`src/rtl/bpl_pkg.sv`:
```
`timescale 1ns/1ps
package bpl_pkg;
  typedef enum logic [1:0] {
    LC_AMI = 2'b00,
    LC_B8  = 2'b01,
    LC_B6  = 2'b10,
    LC_HDB = 2'b11
  } lcode_e;

  // {positive rail, negative rail}
  typedef logic [1:0] rail_t;

  // substitution element codes: 0 = zero, 1 = same as last pulse, 2 = opposite
  // element j (oldest first) sits at bits [2j+1:2j]
  localparam logic [15:0] SUB_B8  = 16'h6240;  // Z Z Z S O Z O S
  localparam logic [15:0] SUB_B6  = 16'h0624;  // Z S O Z O S
  localparam logic [15:0] SUB_H4A = 16'h0040;  // Z Z Z S
  localparam logic [15:0] SUB_H4B = 16'h0082;  // O Z Z O

  function automatic logic [3:0] sub_len(input logic [1:0] m);
    case (lcode_e'(m))
      LC_AMI:  return 4'd1;
      LC_B8:   return 4'd8;
      LC_B6:   return 4'd6;
      default: return 4'd4;
    endcase
  endfunction
endpackage

```
`src/rtl/bpl_window.sv`:
```
`timescale 1ns/1ps
module bpl_window
  import bpl_pkg::*;
#(
  parameter int DEPTH = 8
) (
  input  logic                  clk,
  input  logic                  rst_n,
  input  rail_t                 sym_in,
  input  logic                  det,
  input  logic [3:0]            plen,
  output logic [DEPTH-1:0][1:0] win,
  output logic [DEPTH-1:0]      msk,
  output logic [DEPTH-1:0]      vld
);
  logic [DEPTH-1:0] msk_n;

  assign msk_n[0] = 1'b0;
  for (genvar i = 1; i < DEPTH; i++) begin : g_msk
    // a detected substitution covers window slots 0..plen-1; they move up one
    assign msk_n[i] = msk[i-1] | (det && ((i - 1) < int'(plen)));
  end

  always_ff @(posedge clk or negedge rst_n) begin
    if (!rst_n) begin
      win <= '0;
      msk <= '0;
      vld <= '0;
    end else begin
      win <= {win[DEPTH-2:0], sym_in};
      vld <= {vld[DEPTH-2:0], 1'b1};
      msk <= msk_n;
    end
  end
endmodule

```
`src/rtl/bpl_matcher.sv`:
```
`timescale 1ns/1ps
module bpl_matcher
  import bpl_pkg::*;
#(
  parameter int DEPTH = 8
) (
  input  logic [DEPTH-1:0][1:0] win,
  input  logic [DEPTH-1:0]      msk,
  input  rail_t                 pol,
  input  logic [1:0]            code_sel,
  input  logic                  tap_vld,
  output logic                  det
);
  // pattern oldest element sits at slot plen-1 (the tap), newest at slot 0
  function automatic logic fit(input logic [DEPTH-1:0][1:0] w,
                               input logic [DEPTH-1:0] m,
                               input rail_t p,
                               input logic [15:0] codes,
                               input int plen);
    rail_t want;
    int    j;
    fit = 1'b1;
    for (int i = 0; i < 8; i++) begin
      if (i < plen) begin
        j = plen - 1 - i;
        case (codes[2*j +: 2])
          2'd1:    want = p;
          2'd2:    want = {p[0], p[1]};
          default: want = 2'b00;
        endcase
        if (w[i] != want || m[i]) fit = 1'b0;
      end
    end
  endfunction

  logic hit;
  always_comb begin
    case (lcode_e'(code_sel))
      LC_B8:   hit = fit(win, msk, pol, SUB_B8, 8);
      LC_B6:   hit = fit(win, msk, pol, SUB_B6, 6);
      LC_HDB:  hit = fit(win, msk, pol, SUB_H4A, 4) | fit(win, msk, pol, SUB_H4B, 4);
      default: hit = 1'b0;
    endcase
  end

  // a pulse must have been seen, and the whole pattern must be real data
  assign det = hit && tap_vld && (^pol);
endmodule

```
`src/rtl/bpl_monitor.sv`:
```
`timescale 1ns/1ps
module bpl_monitor
  import bpl_pkg::*;
#(
  parameter int CNT_W = 5
) (
  input  logic             clk,
  input  logic             rst_n,
  input  logic             tap_vld,
  input  rail_t            tap,
  input  logic             tap_sub,
  input  logic [CNT_W-1:0] zlim,
  output logic             nrz,
  output logic             err,
  output rail_t            pol
);
  logic [CNT_W-1:0] zcnt;
  logic is_zero, is_both, is_mark, viol, over;

  assign is_zero = (tap == 2'b00);
  assign is_both = (tap == 2'b11);
  assign is_mark = ^tap;
  assign viol    = is_mark && !tap_sub && (tap == pol);
  assign over    = is_zero && (zcnt == zlim);

  always_ff @(posedge clk or negedge rst_n) begin
    if (!rst_n) begin
      nrz  <= 1'b0;
      err  <= 1'b0;
      pol  <= 2'b00;
      zcnt <= '0;
    end else if (tap_vld) begin
      nrz <= (is_mark && !tap_sub) || is_both;
      err <= viol || over || is_both;
      if (is_mark) pol <= tap;
      if (!is_zero)          zcnt <= '0;
      else if (zcnt <= zlim) zcnt <= zcnt + 1'b1;
    end else begin
      nrz <= 1'b0;
      err <= 1'b0;
    end
  end
endmodule

```
`src/rtl/bpl_decoder.sv`:
```
`timescale 1ns/1ps
module bpl_decoder
  import bpl_pkg::*;
#(
  parameter int WIN_DEPTH = 8,
  parameter int ZMAX_AMI  = 15,
  parameter int ZMAX_B8   = 8,
  parameter int ZMAX_B6   = 6,
  parameter int ZMAX_HDB  = 4
) (
  input  logic       clk,
  input  logic       rst_n,
  input  logic [1:0] code_sel,
  input  logic       rail_p,
  input  logic       rail_n,
  output logic       nrz_out,
  output logic       err_out
);
  localparam int ZA    = (ZMAX_AMI > ZMAX_B8) ? ZMAX_AMI : ZMAX_B8;
  localparam int ZB    = (ZMAX_B6 > ZMAX_HDB) ? ZMAX_B6 : ZMAX_HDB;
  localparam int ZTOP  = (ZA > ZB) ? ZA : ZB;
  localparam int CNT_W = $clog2(ZTOP + 2);
  localparam int IW    = $clog2(WIN_DEPTH);

  logic [WIN_DEPTH-1:0][1:0] win;
  logic [WIN_DEPTH-1:0]      msk, vld;
  logic [3:0]                plen;
  logic [IW-1:0]             tix;
  logic                      det, tap_vld;
  rail_t                     pol;
  logic [CNT_W-1:0]          zlim;

  assign plen    = sub_len(code_sel);
  assign tix     = IW'(plen - 4'd1);
  assign tap_vld = vld[tix];

  always_comb begin
    case (lcode_e'(code_sel))
      LC_AMI:  zlim = CNT_W'(ZMAX_AMI);
      LC_B8:   zlim = CNT_W'(ZMAX_B8);
      LC_B6:   zlim = CNT_W'(ZMAX_B6);
      default: zlim = CNT_W'(ZMAX_HDB);
    endcase
  end

  bpl_window #(.DEPTH(WIN_DEPTH)) u_win (
    .clk    (clk),
    .rst_n  (rst_n),
    .sym_in ({rail_p, rail_n}),
    .det    (det),
    .plen   (plen),
    .win    (win),
    .msk    (msk),
    .vld    (vld)
  );

  bpl_matcher #(.DEPTH(WIN_DEPTH)) u_match (
    .win      (win),
    .msk      (msk),
    .pol      (pol),
    .code_sel (code_sel),
    .tap_vld  (tap_vld),
    .det      (det)
  );

  bpl_monitor #(.CNT_W(CNT_W)) u_mon (
    .clk     (clk),
    .rst_n   (rst_n),
    .tap_vld (tap_vld),
    .tap     (win[tix]),
    .tap_sub (msk[tix] | det),
    .zlim    (zlim),
    .nrz     (nrz_out),
    .err     (err_out),
    .pol     (pol)
  );
endmodule

```
`config.mk`:
```
export PLATFORM = sky130hd
export DESIGN_NAME = bpl_decoder
export DESIGN_NICKNAME = d
export VERILOG_FILES = /design/src/rtl/bpl_pkg.sv /design/src/rtl/bpl_window.sv /design/src/rtl/bpl_matcher.sv /design/src/rtl/bpl_monitor.sv /design/src/rtl/bpl_decoder.sv
export SDC_FILE = /design/constraint.sdc
export NUM_CORES = 1
export LEC_CHECK = 0
export CAP_MARGIN = 30
export CORE_MARGIN = 3
export CORE_UTILIZATION = 41
export CTS_CLUSTER_DIAMETER = 200
export DETAILED_ROUTE_END_ITERATION = 8
export PLACE_DENSITY = 0.59
export SLEW_MARGIN = 20
export SYNTH_ARGS = -nofsm -noshare
export SYNTH_HDL_FRONTEND = slang
export SYNTH_SLANG_ARGS = --single-unit
```
`constraint.sdc`:
```
create_clock -name clk -period 5.2 [get_ports clk]
set_clock_uncertainty 0.2 [all_clocks]
set_input_delay 1.3 -clock clk [delete_from_list [all_inputs] [get_ports clk]]
set_output_delay 1.3 -clock clk [all_outputs]
set_load 0.005 [all_outputs]
```
==> reports/results.md <==
| Metric | Reported |
|:---|:---|
| Total CTS buffers | 5 |
| Post-DP HPWL | 2555 µm |
| Final routed DRC violation total | 0 |
| Max Clock Freq | 225.6 MHz |
| Worst IR drop on VDD | 134.5 µV |
| Post-Synthesis Cell Area | 1931 µm² |
| Final worst path period need | 4.433 ns |
| # fillers | 399 |
| Post-synthesis sequential area ratio | 51.85% |
| Number of distinct library cells after synthesis | 43 |
| Initial DRT Pass Iterations | 4 |
| Hold-fix buffers at CTS | 0 |
| Final setup TNS | 0 ns |
| Maximum level of the CTS H-tree | 2 |
| Async set-or-reset flop fraction in the synthesized netlist | 100.0% |
| Width of the die | 74.62 µm |
| Share of post-route cells with drive strength above 1 | 15.29% |
| Initial core utilization | 43.44% |
| # setup viols final | 0 |
| Run status | finished, final reports clean |
| Leakage dissipation | 0.0009735 µW |
| Total via count after detailed routing | 1,260 |
| Die Footprint | 5568 µm² |
| Ys flop type | sky130_fd_sc_hd__dfrtp_1 |
| CTS sink cnt | 40 |
| Clock transition at path regs | 0.07 ns |
| Net count reported at finish | 188 |
| Wire per inst | 15.67 µm |
| Most frequent cells in the layout | sky130_fd_sc_hd__dfrtp_1, sky130_fd_sc_hd__ha_1, sky130_fd_sc_hd__nand2_1, sky130_fd_sc_hd__nor2_1, sky130_fd_sc_hd__mux4_2 |
| Final estimated routing congestion in global placement | 0.8725 |
| Max-slew headroom at the worst pin | 65.78% |
| Antenna Cells | 0 |
| Wire length of the first global-routing pass | 6216 µm |
| Vertical die dimension | 74.62 µm |
| Final hold slack | 0.1738 ns |
| Number of flops mapped to enable cells by yosys | 0 |
| Ranking of synthesized cells by area | sky130_fd_sc_hd__dfrtp_1, sky130_fd_sc_hd__ha_1, sky130_fd_sc_hd__mux4_2 |
| Critical path launch point type | input port |
| Share of the synthesized area in the top cell type | 51.85% |
| Site row count | 24 |
| Max Transition Viols Final | 0 |
| Count of pins on the block boundary | 8 |
| Number of storage elements in the synthesis netlist | 40 |
| Area of the multi-input gates | 869.6 µm² |
| Area overhead of the layout relative to synthesis | 11.41% |
| Detailed-route wire length | 3479 µm |
| Power density cells | 341.8 nW/µm² |
| Type of the worst setup path | in2reg |
| Total of buffers placed on input and output ports | 7 |
| Initial antenna violation count | 0 |
| Number of setup buffers added after CTS | 0 |
| Period utilization | 85.26% |
| Post-Route Utilization | 48.40% |
| Later-pin clock latency in the skew report | 0.29 ns |
| Min-delay worst type | reg2reg |
| Tot GR Track Use | 15.15% |
| TritonCTS clock tree | built |
| Number of warnings reported in the yosys synthesis log | 0 |
| Instance count of the mapped netlist | 159 |
| Crit. End Element | flip-flop |
| Clock tree root buffer cell | sky130_fd_sc_hd__clkbuf_8 |
| Worst Path Arrival | 4.43 ns |
| Post-synthesis net count | 178 |
| Placeable core region | 4444 µm² |
| Transition time at the pin with the least slew margin | 0.5004 ns |
| Gr ovfl total | 0 |
| Post-DRT Antenna Nets | 0 |
| Starting DRC count in detailed routing | 48 |
| Maximum fanout count along the critical path | 9 |
| Final Hold Fails | 0 |
| Deepest clock path buffer count | 2 |
| RSZ-0062 raised after global routing | no |
| Pin count of the biggest net entering global routing | 41 |
| Mean instance size in the synthesized netlist | 12.14 µm² |
| Leading area contributor after synthesis | sky130_fd_sc_hd__dfrtp_1 |
| Number of global-route vias before repair | 1,274 |
| Most common cell after layout, fill and taps aside | sky130_fd_sc_hd__dfrtp_1 |
| Number of max-capacitance violations reported | 0 |
| Register area | 1001 µm² |
| DR vias/cell | 5.676 |
| Crit path required time | 5.20 ns |
| Post-CTS sizing | 0 |
cells in the mapped netlist (all sizes together), types with 4 or more instances:
cell type	number
ha	13
and3	4
or2	6
mux4	7
nor2	9
o21ai	7
dfrtp	40
nand2	9
nand3	5
xnor2	4
inv	8
and2	4
nor3	5
metal layers:
layer	track usage, %	routed length, µm	part of all wire (%)	vias to the layer above
li1	-	-	-	588
met1	20.33	1549	45	624
met2	22.63	1669	48	40
met3	5.073	191	5.5	8
met4	6.324	68	2.0	0
met5	0	0	0	-
metrics by stage:
step	setup WS [ns]	area, µm²	power (µW)	instances
floorplan	1.334	1931	488.6	159
detailed placement	0.4469	2031	531.0	213
global route	0.4762	2151	785.1	222
finish	0.7665	2151	735.1	222
CTS	0.7688	2123	745.1	221
global placement	0.5869	2031	526.3	213
sequential cells by signal (all words and copies together), names as in the netlist:
signal	flops
u_win.vld	8
u_win.win	16
u_win.msk	7
u_mon.pol	2
u_mon.nrz	1
u_mon.zcnt	5
u_mon.err	1
logic make-up after synthesis:
group	count (synthesis)	synth area share, %
AOI/OAI and AO/OA	24	9.139
xor gates and xnor gates	4	1.814
adders and majority gates	13	8.425
buffers and inverters	13	3.110
DFF	40	51.85
muxes	11	11.02
other	1	0.1942
and+or+nand+nor	53	14.45
final timing paths:
| path | cells after the start | endpoint | start | slack (ns) |
|---|---|---|---|---|
| max in group asynchronous | 2 | u_win.win[6] | rst_n | 3.59 |
| worst max register to register | 6 | u_mon.zcnt[3] | u_mon.zcnt[3] | 2.82 |
| worst min register to register | 0 | u_win.vld[4] | u_win.vld[3] | 0.17 |
| worst max-delay path | 12 | u_mon.zcnt[3] | code_sel[0] | 0.77 |
| worst min-delay path | 0 | u_win.vld[4] | u_win.vld[3] | 0.17 |
| min in group asynchronous | 1 | u_win.vld[0] | rst_n | 0.76 |
area by class of cell:
| cell class | count | area share (%) |
|---|---|---|
| flip-flops and latches | 40 | 46.54 |
| multi-input cells | 106 | 40.43 |
| repair buffers | 8 | 4.305 |
| clock buffers | 6 | 3.839 |
| well taps | 52 | 3.025 |
| inverters | 8 | 1.396 |
| clock inverters | 2 | 0.4654 |
power by group:
part	internal (µW)	switching, µW	total, µW
sequential	338	40.4	378
clock	106	103	208
combinational	82.3	66.5	149
total	526	209	735
critical path, stage by stage:
cell	delay (ns)
sky130_fd_sc_hd__clkdlybuf4s50_1	0.47
sky130_fd_sc_hd__inv_1	0.11
sky130_fd_sc_hd__ha_1	0.37
sky130_fd_sc_hd__inv_1	0.14
sky130_fd_sc_hd__ha_1	0.52
sky130_fd_sc_hd__mux4_2	0.27
sky130_fd_sc_hd__nand2_1	0.05
sky130_fd_sc_hd__and2_1	0.19
sky130_fd_sc_hd__ha_1	0.26
sky130_fd_sc_hd__a31o_2	0.27
sky130_fd_sc_hd__or2_1	0.25
sky130_fd_sc_hd__o31ai_1	0.24
(Power assumes the default switching activity.)
